$ cat src/rtl/ssq_pkg.sv
package ssq_pkg;

  // width of shift amounts that carry log2 quantities between units
  localparam int SHAMT_W = 8;
  typedef logic [SHAMT_W-1:0] shamt_t;

  localparam int CODE_W = 3;
  // highest code that names a width at all (128 bits)
  localparam logic [CODE_W-1:0] CODE_MAX_NAMED = 3'd5;

  typedef enum logic [1:0] {
    SQ_IDLE = 2'd0,
    SQ_RUN  = 2'd1,
    SQ_DONE = 2'd2
  } sq_state_e;

endpackage

$ cat src/rtl/ssq_width_decode.sv
module ssq_width_decode
  import ssq_pkg::*;
#(
  parameter int XLEN = 64
) (
  input  logic [CODE_W-1:0] code_i,
  output logic              illegal_o,
  output shamt_t            pack_sh_o,   // log2 of elements per register
  output shamt_t            elem_lb_o    // log2 of element width in bits
);

  localparam int LOG_XB = $clog2(XLEN / 8);

  int lb_bytes;

  always_comb begin
    if (code_i == '0) lb_bytes = LOG_XB;
    else              lb_bytes = int'(code_i) - 1;
    illegal_o = (code_i > CODE_MAX_NAMED) || (lb_bytes > LOG_XB);
    pack_sh_o = illegal_o ? '0 : shamt_t'(LOG_XB - lb_bytes);
    elem_lb_o = illegal_o ? shamt_t'(LOG_XB + 3) : shamt_t'(lb_bytes + 3);
  end

endmodule

$ cat src/rtl/ssq_slice_map.sv
module ssq_slice_map
  import ssq_pkg::*;
#(
  parameter  int XLEN  = 64,
  parameter  int REG_W = 5,
  parameter  int IDX_W = 6,
  localparam int BIT_W = $clog2(XLEN)
) (
  input  logic [IDX_W-1:0] idx_i,
  input  logic [REG_W-1:0] base_i,
  input  shamt_t           pack_sh_i,
  input  shamt_t           elem_lb_i,
  output logic [REG_W-1:0] reg_o,
  output logic [BIT_W-1:0] lo_o,
  output logic [BIT_W-1:0] hi_o
);

  logic [IDX_W-1:0] reg_off;
  logic [IDX_W-1:0] slot_mask;
  logic [IDX_W-1:0] slot;
  logic [BIT_W-1:0] span_m1;

  // power-of-two packing: quotient by shift, remainder by mask
  always_comb begin
    reg_off   = idx_i >> pack_sh_i;
    slot_mask = ~({IDX_W{1'b1}} << pack_sh_i);
    slot      = idx_i & slot_mask;
    span_m1   = ~({BIT_W{1'b1}} << elem_lb_i);
    lo_o      = BIT_W'(slot) << elem_lb_i;
    hi_o      = lo_o | span_m1;   // lo is aligned to the span
  end

  assign reg_o = base_i + REG_W'(reg_off);

endmodule

$ cat src/rtl/ssq_seq_ctrl.sv
module ssq_seq_ctrl
  import ssq_pkg::*;
#(
  parameter int IDX_W = 6
) (
  input  logic             clk,
  input  logic             rst_n,
  input  logic             start_i,
  input  logic             illegal_i,
  input  logic [IDX_W-1:0] len_i,
  output logic             accept_o,
  output logic             run_o,
  output logic [IDX_W-1:0] idx_o,
  output logic             done_o,
  output logic             err_o
);

  sq_state_e        state_q, state_d;
  logic [IDX_W-1:0] idx_q, idx_d;
  logic [IDX_W-1:0] last_q, last_d;
  logic             err_q, err_d;
  logic             st_en;

  assign accept_o = start_i && (state_q == SQ_IDLE);
  assign st_en    = accept_o || (state_q != SQ_IDLE);

  always_comb begin
    state_d = state_q;
    idx_d   = idx_q;
    last_d  = last_q;
    err_d   = err_q;
    unique case (state_q)
      SQ_IDLE: begin
        if (accept_o) begin
          idx_d = '0;
          if (illegal_i) begin
            state_d = SQ_DONE;
            err_d   = 1'b1;
          end else if (len_i == '0) begin
            state_d = SQ_DONE;
            err_d   = 1'b0;
          end else begin
            state_d = SQ_RUN;
            err_d   = 1'b0;
            last_d  = len_i - IDX_W'(1);
          end
        end
      end
      SQ_RUN: begin
        if (idx_q == last_q) state_d = SQ_DONE;
        else                 idx_d   = idx_q + IDX_W'(1);
      end
      SQ_DONE: begin
        state_d = SQ_IDLE;
        err_d   = 1'b0;
        idx_d   = '0;
      end
      default: state_d = SQ_IDLE;
    endcase
  end

  always_ff @(posedge clk or negedge rst_n) begin
    if (!rst_n) begin
      state_q <= SQ_IDLE;
      idx_q   <= '0;
      last_q  <= '0;
      err_q   <= 1'b0;
    end else if (st_en) begin
      state_q <= state_d;
      idx_q   <= idx_d;
      last_q  <= last_d;
      err_q   <= err_d;
    end
  end

  assign run_o  = (state_q == SQ_RUN);
  assign idx_o  = idx_q;
  assign done_o = (state_q == SQ_DONE);
  assign err_o  = err_q;

  // completion is a single-cycle pulse
  p_done_pulse_r7: assert property (@(posedge clk) disable iff (!rst_n)
    done_o |=> !done_o);

  // consecutive walking cycles advance the index by exactly one
  p_index_step_r5: assert property (@(posedge clk) disable iff (!rst_n)
    (run_o && $past(run_o)) |-> (idx_o == $past(idx_o) + IDX_W'(1)));

  // the error flag only appears together with completion
  p_err_with_done_r9: assert property (@(posedge clk) disable iff (!rst_n)
    err_o |-> done_o);

  // an accepted zero-length legal request finishes at once
  p_zero_len_r8: assert property (@(posedge clk) disable iff (!rst_n)
    (accept_o && !illegal_i && len_i == '0) |=> (done_o && !run_o && !err_o));

  // an accepted unusable request never enters the walk
  p_illegal_skip_r9: assert property (@(posedge clk) disable iff (!rst_n)
    (accept_o && illegal_i) |=> (done_o && err_o && !run_o));

endmodule

$ cat src/rtl/simd_slice_seq.sv
module simd_slice_seq
  import ssq_pkg::*;
#(
  parameter  int XLEN   = 64,
  parameter  int REG_W  = 5,
  parameter  int VL_W   = 3,
  localparam int IDX_W  = VL_W + $clog2(XLEN / 8),
  localparam int MASK_W = 1 << IDX_W,
  localparam int BIT_W  = $clog2(XLEN)
) (
  input  logic              clk,
  input  logic              rst_n,
  input  logic              start_i,
  input  logic [CODE_W-1:0] ew_code_i,
  input  logic [VL_W-1:0]   vl_i,
  input  logic [REG_W-1:0]  base_reg_i,
  input  logic [MASK_W-1:0] pred_mask_i,
  output logic              acc_valid_o,
  output logic [REG_W-1:0]  acc_reg_o,
  output logic [BIT_W-1:0]  acc_lo_o,
  output logic [BIT_W-1:0]  acc_hi_o,
  output logic              done_o,
  output logic              illegal_o
);

  // reset: asserted asynchronously, released on a clock edge
  logic [1:0] rst_sync_q;
  logic       rst_core_n;

  always_ff @(posedge clk or negedge rst_n) begin
    if (!rst_n) rst_sync_q <= 2'b00;
    else        rst_sync_q <= {rst_sync_q[0], 1'b1};
  end
  assign rst_core_n = rst_sync_q[1];

  // decode of the request as presented at the ports
  logic             dec_illegal;
  shamt_t           dec_sh, dec_lb;
  logic [IDX_W-1:0] dec_len;

  ssq_width_decode #(.XLEN(XLEN)) u_dec (
    .code_i    (ew_code_i),
    .illegal_o (dec_illegal),
    .pack_sh_o (dec_sh),
    .elem_lb_o (dec_lb)
  );

  assign dec_len = IDX_W'(vl_i) << dec_sh;

  // sequencing
  logic             accept, run;
  logic [IDX_W-1:0] idx;

  ssq_seq_ctrl #(.IDX_W(IDX_W)) u_ctrl (
    .clk       (clk),
    .rst_n     (rst_core_n),
    .start_i   (start_i),
    .illegal_i (dec_illegal),
    .len_i     (dec_len),
    .accept_o  (accept),
    .run_o     (run),
    .idx_o     (idx),
    .done_o    (done_o),
    .err_o     (illegal_o)
  );

  // configuration captured once per accepted request
  logic [REG_W-1:0]  base_q;
  logic [MASK_W-1:0] mask_q;
  shamt_t            sh_q, lb_q;

  always_ff @(posedge clk or negedge rst_core_n) begin
    if (!rst_core_n) begin
      base_q <= '0;
      mask_q <= '0;
      sh_q   <= '0;
      lb_q   <= '0;
    end else if (accept) begin
      base_q <= base_reg_i;
      mask_q <= pred_mask_i;
      sh_q   <= dec_sh;
      lb_q   <= dec_lb;
    end
  end

  // element index to register and slice
  logic [REG_W-1:0] map_reg;
  logic [BIT_W-1:0] map_lo, map_hi;

  ssq_slice_map #(.XLEN(XLEN), .REG_W(REG_W), .IDX_W(IDX_W)) u_map (
    .idx_i     (idx),
    .base_i    (base_q),
    .pack_sh_i (sh_q),
    .elem_lb_i (lb_q),
    .reg_o     (map_reg),
    .lo_o      (map_lo),
    .hi_o      (map_hi)
  );

  assign acc_valid_o = run && mask_q[idx];
  assign acc_reg_o   = acc_valid_o ? map_reg : '0;
  assign acc_lo_o    = acc_valid_o ? map_lo  : '0;
  assign acc_hi_o    = acc_valid_o ? map_hi  : '0;

  logic [BIT_W:0] slice_span;
  assign slice_span = ({1'b0, acc_hi_o} - {1'b0, acc_lo_o}) + (BIT_W+1)'(1);

  // each strobed slice spans a power-of-two number of bits
  p_slice_pow2_r1: assert property (@(posedge clk) disable iff (!rst_core_n)
    acc_valid_o |-> ($countones(slice_span) == 1));

  // captured setup does not move while the walk runs
  p_cfg_hold_r10: assert property (@(posedge clk) disable iff (!rst_core_n)
    (run && $past(run)) |-> ($stable(base_q) && $stable(mask_q) && $stable(sh_q)));

  // no strobe outside the walk
  p_quiet_done_r6: assert property (@(posedge clk) disable iff (!rst_core_n)
    done_o |-> !acc_valid_o);

endmodule

$ cat config.mk
export PLATFORM = sky130hd
export DESIGN_NAME = simd_slice_seq
export DESIGN_NICKNAME = d
export VERILOG_FILES = /design/src/rtl/ssq_pkg.sv /design/src/rtl/ssq_width_decode.sv /design/src/rtl/ssq_slice_map.sv /design/src/rtl/ssq_seq_ctrl.sv /design/src/rtl/simd_slice_seq.sv
export SDC_FILE = /design/constraint.sdc
export NUM_CORES = 1
export LEC_CHECK = 0
export BUFFER_PORTS_ARGS = -buffer_cell sky130_fd_sc_hd__buf_2
export CAP_MARGIN = 20
export CELL_PAD_IN_SITES_DETAIL_PLACEMENT = 2
export CELL_PAD_IN_SITES_GLOBAL_PLACEMENT = 2
export CORE_UTILIZATION = 31
export DETAILED_ROUTE_END_ITERATION = 10
export MAX_ROUTING_LAYER = met4
export PLACE_DENSITY_LB_ADDON = 0.3
export SLEW_MARGIN = 25
export SYNTH_ARGS = -nofsm -noshare
export SYNTH_HDL_FRONTEND = slang
export SYNTH_SLANG_ARGS = --single-unit
$ cat constraint.sdc
create_clock -name clk -period 3.1 [get_ports clk]
set_clock_uncertainty 0.1 [all_clocks]
set_input_delay 0.155 -clock clk [delete_from_list [all_inputs] [get_ports clk]]
set_output_delay 0.155 -clock clk [all_outputs]
set_load 0.01 [all_outputs]
Word level (Yosys, flattened, before mapping)
Index checks and enable logic that the tools add are counted.
- bits in registers: 102
- add/sub/neg operators: 6
- magnitude comparators: 3
- eq/ne operators: 6
- shift operators: 5
- multiplexer cells: 19
- bitwise operators: 6
- reductions and logical operators: 14
- operators with widths (operator ; count):
    > comparator 32 x 3 -> 1 bit (second input constant) ; 1
    2-to-1 mux 32 bit ; 1
    2-to-1 mux 6 bit ; 4
    case mux 6 bit (3 select lines) ; 1
    2-to-1 mux 8 bit ; 2
    left shift 6 x 8 -> 6 bit (first input constant) ; 2
    inverter 6 bit ; 2
    adder 8 x 3 -> 8 bit (second input constant) ; 1
    2-to-1 mux 2 bit ; 4
    left shift 3 x 8 -> 6 bit ; 1
    left shift 6 x 8 -> 6 bit ; 1
    >> shifter 6 x 8 -> 5 bit ; 1
    subtractor 3 x 8 -> 8 bit (first input constant) ; 1
    < comparator 6 x 7 -> 1 bit (second input constant) ; 1
    adder 6 x 1 -> 6 bit (second input constant) ; 1
    AND 6 bit ; 1
    binary-select mux 1 bit (select 6 bit) ; 1
    == test 6 bit ; 1
    logical NOT 6 bit ; 1
    bitwise OR 6 bit ; 1
    AND reduction 3 bit ; 2
    subtractor 6 x 1 -> 6 bit (second input constant) ; 1
    adder 5 bit ; 1
    2-to-1 mux 5 bit ; 1
    other kinds (18) ; 25

Depth between registers and ports, before layout
Gate-level depths: netlist of the first run.
- depth in word-level cells: 11
- mapped depth: 16

By module
A second synthesis of the first run with hierarchy kept.
- cells, all modules: 547
- area total of the unflattened synthesis: 6249.7 um2
- by module, submodules not included (module ; times used ; cells each ; area an instance (um2)):
    simd_slice_seq ; 1 ; 310 ; 4369.2
    ssq_seq_ctrl ; 1 ; 90 ; 869.6
    ssq_slice_map ; 1 ; 101 ; 698.2
    ssq_width_decode ; 1 ; 46 ; 312.8

Least setup slack after synthesis of the first run
No wires, ideal clock.
- path type: input port to flip-flop
- start point: input ew_code_i[0]
- end point: register u_ctrl.last_q[0]
- data arrival time: 3.029 ns
- slack: -0.154 ns
- stages: 14
- path buffers: 2
- cells stage by stage: inv_1 > ha_1 > or3b_4 > and2_1 > clkbuf_1 > ha_1 > inv_1 > a221o_1 > nand2_1 > ha_1 > nand4_2 > and2_1 > buf_6 > mux2_4
- longest elaborated chain between the ends: 9
- ends and longest elaborated chain (what ; line ; text):
    start: declaration ; simd_slice_seq.sv:14 ; input logic [CODE_W-1:0] ew_code_i,
    branches (longest 9 deep; another with > comparator 32 x 3 -> 1 bit) ; - ;
    end signal: assignment ; ssq_seq_ctrl.sv:71 ; last_q <= last_d;
    end: declaration ; ssq_seq_ctrl.sv:20 ; logic [IDX_W-1:0] last_q, last_d;
Several ways; the timed one is not identified.
A chain may end at the register's enable or synchronous reset.

Worst setup path in the final report of the first run
- start point: register u_ctrl.idx_q[0], in the netlist u_ctrl.idx_o[0]
- end point: output acc_hi_o[2]
- longest elaborated chain between the ends: 4
- ends and longest elaborated chain (what ; line ; text):
    start: declaration ; ssq_seq_ctrl.sv:19 ; logic [IDX_W-1:0] idx_q, idx_d;
    start signal: assignment ; ssq_seq_ctrl.sv:70 ; idx_q <= idx_d;
    binary-select mux 1 bit (select 6 bit) or AND 6 bit (tied branches) ; simd_slice_seq.sv:100, ssq_slice_map.sv:27 ;
    2-to-1 mux 1 bit (implied by the code) or left shift 6 x 8 -> 6 bit (tied branches) ; simd_slice_seq.sv:100, ssq_slice_map.sv:29 ;
    logical AND 1 bit or bitwise OR 6 bit (tied branches) ; simd_slice_seq.sv:100, ssq_slice_map.sv:30 ;
    2-to-1 mux 6 bit (*) ; simd_slice_seq.sv:103 ; assign acc_hi_o = acc_valid_o ? map_hi : '0;
    end: declaration ; simd_slice_seq.sv:21 ; output logic [BIT_W-1:0] acc_hi_o,
Every way passes the cells marked *; elsewhere a longest branch is shown, timed or not. The select of a mux whose other input is x is not followed.

==> metrics, run 1 <==
Post-Synth XOR/XNOR Area 0.0246; Post-DP Area 6640 um2; Placeable Area 18000 um2; Max Clk Rate 311 MHz; Max IR drop VDD 0.320 mV; endpoints failing setup 17; vias 5387; Most used DFF post-synth dfrtp_1; final worst setup slack -0.113 ns; Distinct cells, synth 66; H-tree depth 3; # port buffers 97; data arrival time of the critical path 2.96 ns; Power Density 778 nW/um2; design area 7830 um2; Die Footprint 18900 um2; TritonRoute pass-1 iters 4; P&R area growth vs syn 37.7%; vias in the first global route 6034; initial core utilization 0.317; Crit path required time 2.84 ns; FF/Latch Area 2430 um2; first-pass GRT wire length 32.1 mm; total grt overflow 0; Compound-Gate Fraction of Synth Area 0.102; max capacitance violation total 0; Post-synth EDFFs 0; clk root buf clkbuf_16; Filler Cells Inserted 1984; failing checks setup timing; worst-path maximum fanout 6; fin crit share 1.04; status finished, violations left; worst slew pin tran 0.796 ns; antenna-violating nets left 0; GPL Wtd Cong 0.837; proportion of layout cells with a drive suffix above 1 0.269; Final Hold Fails 0; nets 923; Worst Hold Class primary input to flop; row cnt 49; register bit count reported by yosys 97; CP max stage cell mux4_2; CP Class flop to primary output; area taken by multi-input logic gates 3120 um2; Final HPWL DP 13.2 mm; Syn Inst Count 638; CTS tree yes; Tmin final 3.21 ns; final core occ 0.436; Residual DRC 0; Post-Synth Simple-Gate Area 0.263; Starting DRT DRC Count 228; Max clock buf depth 2; Syn. warnings 0; drt total wl 20.1 mm; Crit path largest cell delay 0.51 ns; Die Ht 137 um; leakage power 3.75 nW; Die W 137 um; Worst-path clk slew 0.07 ns; fin. max-slew vios 0; mux cell area share after synthesis 0.112; Min Hold Slack 0.165 ns; Slew headroom 0.469; gr usage total 0.231; clock sink count 97; setup_tns -1.65 ns; CP Buf/Inv Count 5; largest family of logic cells by synthesized area simple AND/OR/NAND/NOR gates; Syn Nets 731; Adder-Cell Fraction of Synth Area 0.0343; vias per cell 5.06; RSZ-0062 raised after global routing yes; DR WL/cell 18.9 um; Cell Chain, Critical Path buf_4, buf_6, mux4_2, mux4_2, mux2i_1, nand2_1, o211ai_4, buf_6, buf_12, a31oi_1, buf_2; Critical Path Source Type flop; Critical Path Sink Type primary output; pin count of the biggest net entering global routing 96; DP Worst Slack -0.119 ns; cts bufs inserted 9; post-synthesis sequential area ratio 0.427; antenna violations before repair 1; Syn Area/Cell 8.92 um2; Worst-Skew Late Latency 0.35 ns; Post-synth ARST share 1.00; Post-Syn Area 5690 um2; I/O Pins 98; Crit path max-delay family multiplexers
==> cells by family (layout without fill, tap and decap cells) <==
kind of cell,count (synthesis),in the layout
fa+ha+maj,15,15
buf+inv,49,246
mux,32,32
simple gates,349,349
xor+xnor,16,16
flops,97,97
compound gates,79,79
other cells,1,2
==> per-layer routing <==
metal  global-route usage  wire length (um)  vias up
li1                     -                 -     2541
met1                0.281              8860     2740
met4               0.0598               257        0
met2                0.401             10400       89
met5                    -                 0        -
met3               0.0309               540       17
==> report_power, final <==
| part | total (mW) | switching [mW] | internal (mW) |
|---|---|---|---|
| logic | 2.79 | 1.48 | 1.31 |
| clock network | 1.07 | 0.514 | 0.553 |
| registers | 2.24 | 0.433 | 1.81 |
==> cell usage after synthesis, types with 2 or more instances <==
cell | count | area [um2]
a21o_1 | 5 | 37.5
o21ai_0 | 19 | 95.1
o21a_1 | 2 | 15.0
a31oi_1 | 9 | 56.3
inv_1 | 13 | 48.8
nor4_1 | 5 | 31.3
ha_1 | 14 | 175
or3_1 | 3 | 18.8
a21oi_1 | 13 | 65.1
o21bai_1 | 2 | 15.0
buf_2 | 2 | 10.0
nand3b_1 | 2 | 15.0
mux4_1 | 8 | 210
buf_1 | 10 | 37.5
o2111ai_1 | 3 | 26.3
nand2_1 | 246 | 923
buf_6 | 3 | 33.8
clkbuf_1 | 20 | 75.1
o31ai_1 | 5 | 37.5
nor2_1 | 27 | 101
mux2i_1 | 5 | 50.1
xor2_1 | 7 | 61.3
mux4_2 | 13 | 293
mux2_4 | 4 | 60.1
nor2b_1 | 3 | 18.8
dfrtp_1 | 97 | 2430
xnor2_1 | 9 | 78.8
nor2_2 | 6 | 37.5
nor3_1 | 13 | 65.1
or2_1 | 2 | 12.5
and2_1 | 9 | 56.3
nor3b_1 | 4 | 30.0
nand3_1 | 12 | 60.1
o22ai_1 | 3 | 18.8
nand2b_1 | 9 | 56.3
==> what timing repair did <==
action	CTS	global route
gates cloned	2	0
setup endpoints to repair	18	18
endpoints found under the hold margin	71	0
buffers inserted	7	6
pin swaps	8	11
hold buffers	71	0
gates resized for setup	33	9
==> worst reg2reg max path: cells and delay by family, from the launching register on <==
family	cells	cell delay [ns]
DFF	1	0.41
muxes	1	0.34
and+or+nand+nor	4	1.32
==> worst paths after layout <==
check                                                   start                           end  slack, ns  depth (start not counted)
min in group asynchronous             rst_sync_q[1]$_DFF_PN0_        mask_q[36]$_DFFE_PN0P_       0.28                          1
worst min register to register        rst_sync_q[0]$_DFF_PN0_       rst_sync_q[1]$_DFF_PN0_       0.26                          0
worst max-delay path              u_ctrl.idx_o[0]$_DFFE_PN0P_                   acc_hi_o[2]      -0.11                         11
worst max register to register  u_ctrl.state_q[0]$_DFFE_PN0P_  u_ctrl.last_q[0]$_DFFE_PN0P_       0.81                          5
max in group asynchronous             rst_sync_q[1]$_DFF_PN0_           sh_q[0]$_DFFE_PN0P_       2.19                          1
worst min-delay path                             ew_code_i[1]           lb_q[2]$_DFFE_PN0P_       0.16                          5
==> through the flow <==
step                      power (mW)  instances
after floorplan                 3.80        638
after global placement          4.45        965
after global routing            6.54       1065
after detailed placement        4.64        965
after CTS                       6.05       1061
final                           6.10       1065
==> layout make-up <==
class | instances | area share
sequential | 97 | 0.311
inverter | 14 | 0.00703
clock buffer | 11 | 0.0297
timing repair buffer | 216 | 0.212
tap | 229 | 0.0366
multi-input combinational | 492 | 0.399
clock inverter | 5 | 0.00511
antenna | 1 | 0.000319
==> cells in the final DEF, fill, tap and decap left out, types with 6 or more instances in the layout <==
| cell type | netlist | routed |
|---|---|---|
| a21oi_1 | 13 | 11 |
| a31oi_1 | 9 | 8 |
| and2_1 | 9 | 6 |
| buf_2 | 2 | 95 |
| buf_4 | 0 | 35 |
| buf_6 | 3 | 11 |
| clkbuf_16 | 0 | 9 |
| dfrtp_1 | 97 | 94 |
| dlygate4sd3_1 | 0 | 71 |
| ha_1 | 14 | 9 |
| inv_1 | 13 | 13 |
| mux4_2 | 13 | 21 |
| nand2_1 | 246 | 243 |
| nand2b_1 | 9 | 9 |
| nand3_1 | 12 | 12 |
| nor2_1 | 27 | 27 |
| nor2_2 | 6 | 6 |
| nor3_1 | 13 | 13 |
| o21ai_0 | 19 | 19 |
| xnor2_1 | 9 | 9 |
| xor2_1 | 7 | 7 |
==> sequential cells by signal (all words and copies together), names as in the netlist <==
name and count:
mask_q 64, rst_sync_q 2, base_q 5, lb_q 6, u_ctrl.idx_o 6, u_ctrl.last_q 6
u_ctrl.err_o 1, sh_q 5, u_ctrl.state_q 2
(Power assumes the default switching activity.)
==> inputs of run 2 (changes only) <==
- CORE_UTILIZATION: 31 -> 32
- CTS_BUF_LIST: unset -> sky130_fd_sc_hd__clkbuf_2 sky130_fd_sc_hd__clkbuf_4 sky130_fd_sc_hd__clkbuf_8
==> run 2 against run 1 <==
Effect of this change:
- the run still ends with setup timing left
- via count fell by 1.0%
- hold slack improved by 0.019 ns
- critical endpoint is now acc_hi_o[3]
- count of clock-buffer cells in the layout did not move
- global-route usage rose by 0.93 points
==> metrics, run 2 (synthesis gave the netlist of run 1 again) <==
status finished, violations left; failing checks setup timing; gr usage total 0.240 (+0.00927); CTS tree yes; vias 5333 (-1.0%); Psw 2.32 mW (-4.5%); DR WL/cell 19.2 um (+2.0%); Worst-Skew Late Latency 0.39 ns (+0.04 ns); endpoints failing setup 18 (+1); leakage power 3.68 nW (-2.0%); TritonRoute pass-1 iters 4 (unchanged); Max IR drop VDD 0.303 mV (-5.4%); Critical Path Source Type flop; Largest Register mask_q; Crit path required time 2.84 ns (about the same); Tmin final 3.29 ns (+0.0805 ns); clock sink count 97 (unchanged); fin. max-slew vios 0 (unchanged); drt total wl 20.2 mm (+0.39%); worst reg2reg path startpoint u_ctrl.state_q[1]$_DFFE_PN0P_; power share of the sequential group 0.397 (+0.029); H-tree depth 3 (unchanged); data arrival time of the critical path 3.04 ns (+0.08 ns); Power Density 739 nW/um2 (-5.0%); nets 911 (-1.3%); Cell Chain, Critical Path buf_8, mux4_1, mux4_2, mux2_4, o211ai_4, clkbuf_16, a21oi_2, buf_2; # port buffers 97 (unchanged); CP Class flop to primary output; Max Clk Rate 304 MHz (-2.4%); CP Buf/Inv Count 3 (-2); max capacitance violation total 0 (unchanged); Final Hold Fails 0 (unchanged); design area 7590 um2 (-3.1%); final core occ 0.438 (+0.00141); pin count of the biggest net entering global routing 55 (-43%); proportion of layout cells with a drive suffix above 1 0.246 (-0.0237); Hold Path Depth 5 (unchanged); Starting DRT DRC Count 181 (-21%); GPL Wtd Cong 0.843 (+0.68%); Max clock buf depth 2 (unchanged); Pint 3.30 mW (-10%); Critical R2R Capture u_ctrl.last_q[2]$_DFFE_PN0P_; WHS Endpoint lb_q[2]$_DFFE_PN0P_; Worst Hold Launch ew_code_i[1]; vias in the first global route 6171 (+2.3%); Residual DRC 0 (unchanged); placed insts 959 (-0.62%); commonest non-fill, non-tap cell in the layout nand2_1; Die W 135 um (-1.6%); total power 5.61 mW (-7.9%); fin crit share 1.06 (+0.0260); Comb power frac 0.464 (+0.007); Final HPWL DP 13.4 mm (+1.8%); worst-path maximum fanout 11 (+5); row cnt 48 (-2.0%); Largest register FFs 64 (unchanged); Register-to-Register Path Depth 5 (unchanged); P&R area growth vs syn 33.5%; I/O Pins 98 (unchanged); Die Ht 135 um (-1.6%); sw frac 0.412 (+0.0148); Worst Hold Class primary input to flop; Slew headroom 0.601 (+0.131); first-pass GRT wire length 32.6 mm (+1.4%); Crit path largest cell delay 0.59 ns (+0.08 ns); Post-DP Area 6610 um2 (-0.49%); initial core utilization 0.328 (+0.0111); Critical Path Sink Type primary output; vias per cell 5.09 (+0.60%); CP max stage cell mux4_1; cts bufs inserted 9 (unchanged); most frequent cells in the layout nand2_1, dfrtp_1, buf_2; RSZ-0062 raised after global routing yes; setup_tns -2.90 ns (-1.25 ns); clk root buf clkbuf_8; final std cells w/o fill 1048 (-1.6%); Placeable Area 17400 um2 (-3.4%); Crit path max-delay family multiplexers; antenna-violating nets left 0 (unchanged); Worst-path clk slew 0.10 ns (+0.03 ns); worst slew pin tran 0.594 ns (-0.202 ns); antenna violations before repair 1 (unchanged); worst reg-to-reg setup slack 0.89 ns (+0.08 ns); final worst setup slack -0.194 ns (-0.0805 ns); total grt overflow 0 (unchanged); clock share of power 0.139 (-0.036); Die Footprint 18300 um2 (-3.1%)
-- run 2: cell types whose count changed in the layout (fill, tap and decap cells not counted), sizes merged --
cell,delta
inv,-1
clkinv,+1
clkbuf,+1
clkinvlp,-1
buf,-13
-- run 2: how the worst max path moves through the flow --
stage | endpoint | depth (start not counted) | slack, ns | start
5_1_grt | acc_hi_o[3] | 8 | -0.33 | u_ctrl.idx_o[0]$_DFFE_PN0P_
6_report | acc_hi_o[3] | 8 | -0.19 | u_ctrl.idx_o[0]$_DFFE_PN0P_
3_5_place_dp | u_ctrl.last_q[2]$_DFFE_PN0P_ | 15 | -0.17 | ew_code_i[0]
4_1_cts | acc_hi_o[2] | 8 | -0.21 | u_ctrl.idx_o[0]$_DFFE_PN0P_
2_1_floorplan | u_ctrl.last_q[0]$_DFFE_PN0P_ | 13 | 0.006 | ew_code_i[0]
3_3_place_gp | u_ctrl.last_q[0]$_DFFE_PN0P_ | 15 | 0.04 | ew_code_i[0]
-- run 2: worst min-delay path, cell delays in order --
cell and delay (ns):
buf_2 0.09, buf_4 0.12, nand2_1 0.05, o21ai_0 0.11
a31oi_1 0.10
-- run 2: layout make-up --
| class | count | area (um2) |
|---|---|---|
| inverter | 14 | 52.6 |
| multi-input combinational | 492 | 3120 |
| antenna | 1 | 2.50 |
| clock buffer | 11 | 139 |
| sequential | 97 | 2430 |
| tap | 225 | 282 |
| fill | 1878 | 9760 |
| clock inverter | 4 | 30.0 |
| timing repair buffer | 204 | 1530 |
-- run 2: metal layers --
layer | wire length (um) | global-route usage | vias up
met4 | 397 | 0.0724 | 0
met3 | 656 | 0.0498 | 30
li1 | - | - | 2509
met1 | 8550 | 0.273 | 2693
met5 | 0 | - | -
met2 | 10600 | 0.422 | 101
-- run 2: repair_timing --
action | 4_1_cts | 5_1_grt
endpoints found under the hold margin | 71 | 0
hold buffers | 71 | 0
setup buffers | 0 | 1
setup endpoints to repair | 18 | 18
gates cloned | 0 | 1
pin swaps | 4 | 1
gates resized for setup | 16 | 4
-- run 2: stage by stage --
| step | hold WS [ns] | worst slack, ns |
|---|---|---|
| 2_1_floorplan | -0.241 | 0.00557 |
| 3_3_place_gp | -0.158 | 0.0404 |
| 3_5_place_dp | -0.156 | -0.168 |
| 4_1_cts | 0.182 | -0.210 |
| 5_1_grt | 0.192 | -0.327 |
| 6_report | 0.184 | -0.194 |
-- run 2: power groups by stage --
stage                     Clock, mW  Sequential, mW  Combinational (mW)
after floorplan                   0            2.07                1.73
after global placement            0            2.18                2.26
after detailed placement          0            2.23                2.41
after CTS                     0.807            2.22                2.56
after global routing          0.856            2.31                2.88
final                         0.779            2.23                2.60
==> inputs of run 3 (changes only) <==
- SKIP_CTS_REPAIR_TIMING: unset -> 1
==> run 3 against run 2 <==
Effect of this change:
- the run still ends with setup timing left
- register-to-register slack about the same
- first-iteration DRC count increased by 23%
- highest routed layer unchanged
- setup slack got worse by 0.021 ns
- largest cell class unchanged
==> metrics, run 3 (synthesis gave the netlist of run 1 again) <==
Placeable Area 17400 um2 (unchanged); Max Clk Rate 302 MHz (-0.65%); GPL Wtd Cong 0.843 (unchanged); CP Class flop to primary output; Crit path max-delay family multiplexers; Residual DRC 0 (unchanged); worst-path maximum fanout 11 (unchanged); cts bufs inserted 9 (unchanged); initial core utilization 0.328 (unchanged); fin. max-slew vios 0 (unchanged); final worst setup slack -0.215 ns (-0.0214 ns); Largest Register mask_q; gr usage total 0.211 (-0.0289); vias 5321 (-0.23%); first-pass GRT wire length 29.0 mm (-11%); antenna-violating nets left 0 (unchanged); Crit path largest cell delay 0.59 ns (about the same); pin count of the biggest net entering global routing 55 (unchanged); Die Footprint 18300 um2 (unchanged); drt total wl 20.0 mm (-0.88%); Worst-path clk slew 0.10 ns (about the same); proportion of layout cells with a drive suffix above 1 0.243 (-0.00273); vias per cell 5.07 (-0.32%); total power 5.59 mW (-0.43%); Min Hold Slack 0.190 ns (+0.00549 ns); most frequent cells in the layout nand2_1, buf_2, dfrtp_1; CP Buf/Inv Count 3 (unchanged); commonest non-fill, non-tap cell in the layout nand2_1; TritonRoute pass-1 iters 4 (unchanged); DR WL/cell 19.1 um (-0.97%); clock share of power 0.140 (about the same); Final HPWL DP 13.4 mm (unchanged); Crit path required time 2.84 ns (about the same); Worst Hold Class primary input to flop; Max clock buf depth 2 (unchanged); Critical Path Sink Type primary output; fin crit share 1.07 (+0.00691); antenna violations before repair 1 (unchanged); status finished, violations left; max capacitance violation total 0 (unchanged); Pint 3.29 mW (-0.25%); P&R area growth vs syn 33.1%; Final Hold Fails 0 (unchanged); nets 912 (+0.11%); total grt overflow 0 (unchanged); CTS tree yes; H-tree depth 3 (unchanged); Die W 135 um (unchanged); final core occ 0.436 (-0.00122); clock sink count 97 (unchanged); Starting DRT DRC Count 222 (+23%); Tmin final 3.32 ns (+0.0214 ns); worst slew pin tran 0.591 ns (-0.00334 ns); Cell Chain, Critical Path buf_8, mux4_1, mux4_2, mux2_4, o211ai_4, clkbuf_16, a21oi_1, buf_2; DP Worst Slack -0.168 ns (unchanged); sw frac 0.411 (-0.00105); clk root buf clkbuf_8; CP max stage cell mux4_1; Psw 2.30 mW (-0.68%); Slew headroom 0.606 (+0.00528); RSZ-0062 raised after global routing yes; data arrival time of the critical path 3.06 ns (+0.02 ns); Largest register FFs 64 (unchanged); Critical Path Source Type flop; row cnt 48 (unchanged); # port buffers 97 (unchanged); Max IR drop VDD 0.300 mV (-0.87%); failing checks setup timing; power share of the sequential group 0.398 (about the same); placed insts 959 (unchanged); endpoints failing setup 18 (unchanged); leakage power 3.67 nW (-0.24%); I/O Pins 98 (unchanged); Power Density 738 nW/um2 (-0.15%); Worst-Skew Late Latency 0.39 ns (about the same); Comb power frac 0.463 (about the same); final std cells w/o fill 1049 (+0.095%); Die Ht 135 um (unchanged); vias in the first global route 5574 (-9.7%)
==> run 3: cell count changes in the layout (fill, tap and decap cells not counted), moves of 2 or more <==
cell / previous run / this run
xnor2_1: 7 / 9
xnor2_2: 2 / 0
and2_4: 2 / 0
buf_2: 94 / 97
and2_1: 6 / 8
==> run 3: cell type report <==
cell class | count | area [um2]
Sequential cell | 97 | 2430
Clock inverter | 4 | 30.0
Antenna cell | 1 | 2.50
Multi-Input combinational cell | 492 | 3100
Clock buffer | 11 | 139
Inverter | 14 | 52.6
Timing Repair Buffer | 205 | 1530
Fill cell | 1905 | 9780
Tap cell | 225 | 282
==> run 3: worst min-delay path: cells and delay by family <==
kind | cells | cell delay [ns]
compound gates | 2 | 0.22
buf+inv | 2 | 0.21
simple gates | 1 | 0.05
==> run 3: stage by stage <==
step                area (um2)  setup TNS [ns]
CTS                       6780           -4.46
global placement          6610               0
global route              7570           -5.25
detailed placement        6610          -0.500
finish                    7570           -3.15
floorplan                 5720               0
==> run 3: layer usage <==
layer | global-route usage | up-vias | wire [um]
li1 | - | 2515 | -
met1 | 0.258 | 2688 | 8520
met2 | 0.360 | 94 | 10600
met3 | 0.0389 | 24 | 587
met4 | 0.0487 | 0 | 293
met5 | - | - | 0
==> run 3: worst paths after layout <==
path                                               start                           end  slack, ns  cells after the start
max in group asynchronous        rst_sync_q[1]$_DFF_PN0_   u_ctrl.idx_o[0]$_DFFE_PN0P_       1.94                      1
setup / recovery             u_ctrl.idx_o[0]$_DFFE_PN0P_                   acc_hi_o[3]      -0.22                      8
min in group asynchronous        rst_sync_q[1]$_DFF_PN0_  u_ctrl.last_q[5]$_DFFE_PN0P_       0.23                      0
setup reg to reg           u_ctrl.state_q[1]$_DFFE_PN0P_  u_ctrl.last_q[2]$_DFFE_PN0P_       0.89                      5
hold / removal                              ew_code_i[1]           lb_q[2]$_DFFE_PN0P_       0.19                      5
hold reg to reg                  rst_sync_q[1]$_DFF_PN0_  u_ctrl.last_q[5]$_DFFE_PN0P_       0.23                      0
==> run 3: power by group through the flow <==
stage,sequential (mW),clock [mW],combinational (mW)
6_report,2.22,0.780,2.59
5_1_grt,2.30,0.852,2.86
4_1_cts,2.21,0.807,2.43
3_5_place_dp,2.23,0,2.41
3_3_place_gp,2.18,0,2.26
2_1_floorplan,2.07,0,1.73
